<file path="config.mk">
export PLATFORM = sky130hd
export DESIGN_NAME = ddr_cmd_monitor
export DESIGN_NICKNAME = d
export VERILOG_FILES = /design/src/rtl/ddr_cmd_monitor.sv
export SDC_FILE = /design/constraint.sdc
export NUM_CORES = 1
export LEC_CHECK = 0
export BUFFER_PORTS_ARGS = -buffer_cell sky130_fd_sc_hd__buf_2
export CORE_AREA = 4 4 186 188
export DETAILED_ROUTE_END_ITERATION = 12
export DIE_AREA = 0 0 190 192
export PLACE_DENSITY = 0.48
export SYNTH_ARGS = -nofsm -noshare
export SYNTH_HDL_FRONTEND = slang
export SYNTH_SLANG_ARGS = --single-unit
</file>
<file path="constraint.sdc">
create_clock -name clk -period 2.19 [get_ports clk]
set_input_delay 0 -clock clk [delete_from_list [all_inputs] [get_ports clk]]
set_output_delay 0 -clock clk [all_outputs]
set_load 0.02 [all_outputs]
</file>
<file path="src/rtl/ddr_cmd_monitor.sv">
module ddr_cmd_monitor #(
  parameter int BANK_W  = 2,
  parameter int BURST   = 4,
  parameter int CAS_LAT = 2,
  parameter int T_RCD   = 3,
  parameter int T_RAP   = 2,
  parameter int T_RAS   = 6,
  parameter int T_WR    = 3,
  parameter int T_DLL   = 200
) (
  input  logic              clk,
  input  logic              rst_n,
  input  logic              clr,
  input  logic              init_done,
  input  logic              cmd_act,
  input  logic              cmd_rd,
  input  logic              cmd_wr,
  input  logic              cmd_pre,
  input  logic              cmd_bst,
  input  logic              cmd_dll,
  input  logic [BANK_W-1:0] bank,
  input  logic              pre_flag,
  output logic [8:0]        err,
  output logic              viol
);
  localparam int NB      = 1 << BANK_W;
  localparam int RD_SPAN = CAS_LAT + BURST / 2;
  localparam int WR_SPAN = 1 + BURST / 2;
  localparam int P_RD    = BURST / 2;
  localparam int P_WR    = 1 + BURST / 2 + T_WR;
  localparam int M1      = (T_DLL > T_RAS) ? T_DLL : T_RAS;
  localparam int M2      = (M1 > P_WR) ? M1 : P_WR;
  localparam int M3      = (M2 > RD_SPAN) ? M2 : RD_SPAN;
  localparam int M4      = (M3 > T_RCD) ? M3 : T_RCD;
  localparam int MAXT    = (M4 > T_RAP) ? M4 : T_RAP;
  localparam int CW      = $clog2(MAXT + 1);

  localparam logic [CW-1:0] SAT     = '1;
  localparam logic [CW-1:0] ONE     = CW'(1);
  localparam logic [CW-1:0] K_RCD   = CW'(T_RCD);
  localparam logic [CW-1:0] K_RAP   = CW'(T_RAP);
  localparam logic [CW-1:0] K_RAS   = CW'(T_RAS);
  localparam logic [CW-1:0] K_WR    = CW'(T_WR);
  localparam logic [CW-1:0] K_DLL   = CW'(T_DLL);
  localparam logic [CW-1:0] K_RSPAN = CW'(RD_SPAN);
  localparam logic [CW-1:0] K_WSPAN = CW'(WR_SPAN);
  localparam logic [CW-1:0] K_PRD   = CW'(P_RD - 1);
  localparam logic [CW-1:0] K_PWR   = CW'(P_WR - 1);

  function automatic logic [CW-1:0] sat_inc(input logic [CW-1:0] v);
    return (v == SAT) ? v : v + ONE;
  endfunction

  logic [NB-1:0]         bank_open, ap_pend, ap_rd, sel, pre_mask, ras_short, wr_short;
  logic [NB-1:0][CW-1:0] t_act, t_wr;
  logic [CW-1:0]         rd_busy, wr_busy, dll_cnt;
  logic [8:0]            hit;
  logic                  rw, sel_open;

  assign rw       = cmd_rd | cmd_wr;
  assign sel      = {{(NB-1){1'b0}}, 1'b1} << bank;
  assign pre_mask = pre_flag ? '1 : sel;
  assign sel_open = bank_open[bank];

  assign hit[0] = rw & sel_open & (t_act[bank] < ((cmd_rd & pre_flag) ? K_RAP : K_RCD));
  assign hit[1] = cmd_pre & |(pre_mask & bank_open & ras_short);
  assign hit[2] = cmd_pre & |(pre_mask & bank_open & wr_short);
  assign hit[3] = rw & ~sel_open;
  assign hit[4] = cmd_bst & ((wr_busy != '0) | |(ap_pend & ap_rd));
  assign hit[5] = rw & ap_pend[bank];
  assign hit[6] = cmd_rd & (dll_cnt < K_DLL);
  assign hit[7] = cmd_wr & (rd_busy != '0);
  assign hit[8] = rw & ~init_done;

  for (genvar i = 0; i < NB; i++) begin : g_bank
    logic          open_q, pend_q, rdk_q;
    logic [CW-1:0] act_q, wr_q, cnt_q;

    assign bank_open[i] = open_q;
    assign ap_pend[i]   = pend_q;
    assign ap_rd[i]     = rdk_q;
    assign t_act[i]     = act_q;
    assign t_wr[i]      = wr_q;
    assign ras_short[i] = act_q < K_RAS;
    assign wr_short[i]  = wr_q < K_WR;

    always_ff @(posedge clk or negedge rst_n) begin
      if (!rst_n) begin
        open_q <= 1'b0;
        pend_q <= 1'b0;
        rdk_q  <= 1'b0;
        act_q  <= SAT;
        wr_q   <= SAT;
        cnt_q  <= '0;
      end else begin
        act_q <= (cmd_act & sel[i]) ? ONE : sat_inc(act_q);
        wr_q  <= (cmd_wr & sel[i] & open_q) ? ONE : sat_inc(wr_q);
        if (cmd_act & sel[i]) begin
          open_q <= 1'b1;
          pend_q <= 1'b0;
        end else if (cmd_pre & pre_mask[i]) begin
          open_q <= 1'b0;
          pend_q <= 1'b0;
        end else if (rw & sel[i] & open_q) begin
          pend_q <= pre_flag;
          rdk_q  <= cmd_rd;
          cnt_q  <= cmd_rd ? K_PRD : K_PWR;
        end else if (pend_q) begin
          if (cnt_q == '0) begin
            pend_q <= 1'b0;
            open_q <= 1'b0;
          end else begin
            cnt_q <= cnt_q - ONE;
          end
        end
      end
    end
  end

  always_ff @(posedge clk or negedge rst_n) begin
    if (!rst_n) begin
      rd_busy <= '0;
      wr_busy <= '0;
      dll_cnt <= SAT;
      err     <= '0;
      viol    <= 1'b0;
    end else begin
      rd_busy <= (cmd_rd & sel_open) ? K_RSPAN : (rd_busy != '0) ? rd_busy - ONE : rd_busy;
      wr_busy <= (cmd_wr & sel_open) ? K_WSPAN :
                 (cmd_rd & sel_open) ? '0 :
                 (wr_busy != '0) ? wr_busy - ONE : wr_busy;
      dll_cnt <= cmd_dll ? ONE : sat_inc(dll_cnt);
      err     <= clr ? '0 : (err | hit);
      viol    <= |hit;
    end
  end
endmodule

</file>
* After elaboration in Yosys (flattened, before gate mapping)
Cells that the tools add are included.
Widths: inputs -> output; s select.
** Word-level totals
- Bits of input ports :: 13
- Bits in registers :: 142
- Output and inout port bits :: 10
- Logic and storage cells :: 257
** Operators by class
- Equality and inequality tests :: 26
- Reduce and logical (&&, ||, !) cells :: 36
- $add $sub $neg :: 15
- Order comparisons :: 11
- Shift-type cells :: 1
- Bitwise logic cells :: 54
- Muxes and demuxes :: 85
** Operators by type and width (number)
- $mux 8 :: 36
- $add 8x1->8 const B :: 9
- $eq 8x8->1 const B :: 9
- $sub 8x1->8 const B :: 6
- $mux 1 :: 43
- $and 1x1->1 :: 37
- $logic_not 8->1 :: 4
- $lt 8x2->1 const B :: 4
- $lt 8x3->1 const B :: 4
- $reduce_bool 3->1 :: 9
- $reduce_and 3->1 :: 8
- $ne 2x2->1 const B :: 9
- $and 4x4->4 :: 4
- $bmux 8 s2 :: 1
- $reduce_and 4->1 :: 4
- $reduce_bool 8->1 :: 2
- $ne 3x3->1 const B :: 4
- $reduce_or 4->1 :: 3
- $not 1->1 :: 10
- $reduce_bool 2->1 :: 5
- $mux 9 :: 1
- $or 9x9->9 :: 1
- $reduce_or 9->1 :: 1
- $lt 8x2->1 :: 1
- 8 further kinds :: 13

* Longest topological paths before layout
- Depth in word-level cells :: 8
- Mapped depth :: 8
- Mapped depth without buffers :: 7

* Least setup slack after synthesis
Ideal clock, no wire load.
- Path kind :: reg-to-reg
- Start point :: reg rd_busy[0]
- End point :: reg viol
- Required time :: 2.047 ns
- Arrival :: 1.804 ns
- Library setup time :: 0.143 ns
- Setup slack :: 0.242 ns
- Period minus slack after synthesis :: 1.948 ns
- Buffers on the path :: 0
- Stages on the path, launching flop included :: 8
- Path through :: dfrtp_1 inv_1 ha_1 nor4b_1 nand3_1 a221o_1 nor4_1 nand4_1
** Between the ends
- Word-level cells in the longest chain between the ends :: 3
** RTL lines
- start: declaration :: RTL line 56 : logic [CW-1:0] rd_busy, wr_busy, dll_cnt;
- start signal: assignment :: RTL line 128 : rd_busy <= (cmd_rd & sel_open) ? K_RSPAN : (rd_busy != '0) ? rd_busy - ONE : rd_busy;
- $reduce_bool 8->1 :: RTL line 72 : assign hit[7] = cmd_wr & (rd_busy != '0);
- $and 1x1->1 :: RTL line 72
- $reduce_or 9->1 :: RTL line 134 : viol <= |hit;
- end signal: assignment :: RTL line 134
- end: declaration :: RTL line 24 : output logic viol
Every way passes these cells.
A chain may end at the register's enable or synchronous reset.

* Worst setup path after layout
- Start point :: reg g_bank[1].act_q[7]
- End point :: reg err[0]
** Between the ends
- Word-level cells in the longest chain between the ends :: 6
** RTL lines
- start: declaration :: RTL line 77 : logic [CW-1:0] act_q, wr_q, cnt_q;
- start signal: assignment :: RTL line 96 : act_q <= (cmd_act & sel[i]) ? ONE : sat_inc(act_q);
- $bmux 8 s2 :: RTL line 65 : assign hit[0] = rw & sel_open & (t_act[bank] < ((cmd_rd & pre_flag) ? K_RAP : K_RCD));
- $mux 8 (not written as such) :: RTL line 65
- $lt 8x2->1 :: RTL line 65
- $and 1x1->1 :: RTL line 65
- $or 9x9->9 :: RTL line 133 : err <= clr ? '0 : (err | hit);
- $mux 9 :: RTL line 133
- end signal: assignment :: RTL line 133
- end: declaration :: RTL line 23 : output logic [8:0] err,
Every way passes these cells. The select of a mux whose other input is x is not followed.

==> metrics.txt <==
DRC=0; Core Area=0.0331 mm^2; Avg Inst Size Synth=9.80 um^2; Num CTS Buffers=17; die height=192 um; IO buf count=22; Layout area overhead=18.5%; Via density=4.63; vias in the first global route=5990; CTS tree=done; Initial Util=23.5%; initial antenna violation count=2; Post-layout nets=875; I/O pin cnt=23; RSZ-0062 raised after global routing=no; worst-margin pin slew=0.715 ns; Antenna Diode Count=0; post-route minimum period=1.97 ns; top post-synthesis cells by area=dfstp_2, dfrtp_1, nor2_1, xnor2_1, ha_1; CP required=2.54 ns; Mapped Cells=795; synth warn=0; Clock Tree Root=clkbuf_16; Pwr Total=11200 uW; FF+latch count, synth=142; via count=6039; CTS Sinks=142; Clock Latency Late Sink=0.43 ns; CP Data Arrival Time=2.32 ns; final worst-path cycle share=89.8%; area post-placement=0.00854 mm^2; Post-synth EDFFs=0; CTS H-Tree Depth=4; area of the die=0.0365 mm^2; drt initial violations=211; worst min path class=in2reg; Final Slew Violations=0; Pre-Repair DR Iteration Count=4; row cnt=67; VDD IR max=0.000532 V; first-pass GRT wire length=30.9 mm; design area=0.00923 mm^2; HPWL Detailed=13.0 mm; fmax=508 MHz; Final setup violation count=0; Crit Path Class=reg2reg; Final ANT Viol Nets=0; WL met2=8.01 mm; top sig layer=met5; Post-Syn Area=0.00779 mm^2; routed wire length=18.3 mm; wl on met1=9.29 mm; Worst setup SP type=register; Seq/Total Area, Yosys=46.7%; Longest Clk Path Bufs=2; CP max FO=5; Final Hold Vio Count=0; GRT Total Usage=10.5%; total grt overflow=0; share of the synthesized area in the top cell type=24.3%; Placer Congestion=0.770; Post-Syn Nets=827; status=finished, final reports clean; Worst-path clk slew=0.06 ns; top_reg_cell synth=dfstp_2; largest net degree at the start of global routing=71; routed len/inst=14.0 um; layout cells sized above 1=21.5%; pwr dens=1210 mW/mm^2; max-capacitance violation count=0; Fin Setup TNS=0 ns; WL met3=716 um; skew final=0.00847 ns; Slew HR=52.3%; cell taking the most area after synthesis=dfstp_2; Async SR Flop Fraction=100%; Synth cell types=73; die span in x=190 um; crit end category=register; static leakage=0.00376 uW
-- timing repair --
action / CTS / global route
setup buffers: 0 / 0
endpoints found under the hold margin: 49 / 0
hold buffers: 6 / 0
gates resized for setup: 0 / 1
setup endpoints to repair: 0 / 1
-- per-layer routing --
layer,vias to the layer above,global-route usage [%]
li1,2980,-
met1,2969,14.6
met2,68,15.9
met3,20,2.56
met4,2,3.42
met5,-,0
-- cells by family after synthesis --
logic type | after synthesis | synth area share (%)
xor gates and xnor gates | 55 | 6.18
AOI/OAI and AO/OA | 140 | 13.4
DFF | 142 | 46.7
and+or+nand+nor | 364 | 24.0
buffers and inverters | 51 | 3.02
muxes | 24 | 3.61
adders and majority gates | 19 | 3.05
-- critical path, stage by stage (launching register included) --
cell	delay, ns
dfstp_2	0.39
or4_1	0.55
or3_1	0.34
a22oi_1	0.18
nand4_1	0.24
a21oi_1	0.20
-- synthesized netlist by cell type (6+ instances only) --
library cell    n
and4_1          6
inv_1          26
clkbuf_1       12
or2_2           8
nor2b_1         9
and2_1         11
nor3b_1         7
mux2i_1        18
nand2b_1       10
and3_1         21
nand2_1        51
xnor2_1        35
or3_1          10
a211oi_1       16
dfstp_2        72
nor2_1        108
nor4_1          9
a21oi_1        27
ha_1           19
dfrtp_1        70
xor2_1         20
nand4_1        25
o2111ai_1       7
a31oi_1        17
nor3_1         31
o21ai_0        26
nand3b_1        6
nand3_1        35
-- cell usage in the layout, fill, tap and decap left out, types with 26 or more instances in the layout --
master | synthesis | routed
a21oi_1 | 27 | 27
nand3_1 | 35 | 35
o21ai_0 | 26 | 26
nand2_1 | 51 | 51
nor3_1 | 31 | 31
xnor2_1 | 35 | 35
dfstp_2 | 72 | 72
dfrtp_1 | 70 | 70
nor2_1 | 108 | 108
inv_1 | 26 | 26
-- final timing paths --
path / from / to / slack, ns / cells past startpoint
worst max-delay path: g_bank[1].act_q[7] / err[0] / 0.22 / 5
worst min-delay path: cmd_pre / err[1] / 0.07 / 4
worst max register to register: g_bank[1].act_q[7] / err[0] / 0.22 / 5
worst min register to register: g_bank[0].rdk_q / g_bank[0].rdk_q / 0.48 / 2
max in group asynchronous: rst_n / g_bank[2].act_q[0] / 1.23 / 3
min in group asynchronous: rst_n / wr_busy[3] / 0.18 / 2
-- power breakdown --
| part | internal, uW | switching [uW] | total [uW] |
|---|---|---|---|
| combinational | 1530 | 1750 | 3270 |
| clock | 1920 | 1140 | 3060 |
| sequential | 3890 | 983 | 4870 |
-- layout make-up --
class,count,area [um^2]
Inverter,26,97.6
Clock inverter,9,131
Timing Repair Buffer,54,384
Sequential cell,142,3640
Clock buffer,23,489
Tap cell,448,561
Fill cell,3515,23900
Multi-Input combinational cell,602,3930
-- flip-flops by register name, summed over array words and instances, names as in the netlist --
name           count
g_bank.cnt_q      32
rd_busy            8
g_bank.act_q      32
g_bank.wr_q       32
wr_busy            8
dll_cnt            8
g_bank.pend_q      4
g_bank.open_q      4
viol               1
g_bank.rdk_q       4
err                9
-- per-stage QoR --
stage	hold WS [ns]	instances	setup WS (ns)	utilization, %
after global routing	0.0592	1304	0.0341	27.9
after detailed placement	0.0716	1266	0.195	25.8
after floorplan	-0.296	795	0.242	-
after global placement	0.0805	1266	0.237	25.8
after CTS	0.0508	1304	0.177	27.8
final	0.0745	1304	0.222	27.9
Power figures use the tool's default switching activity.
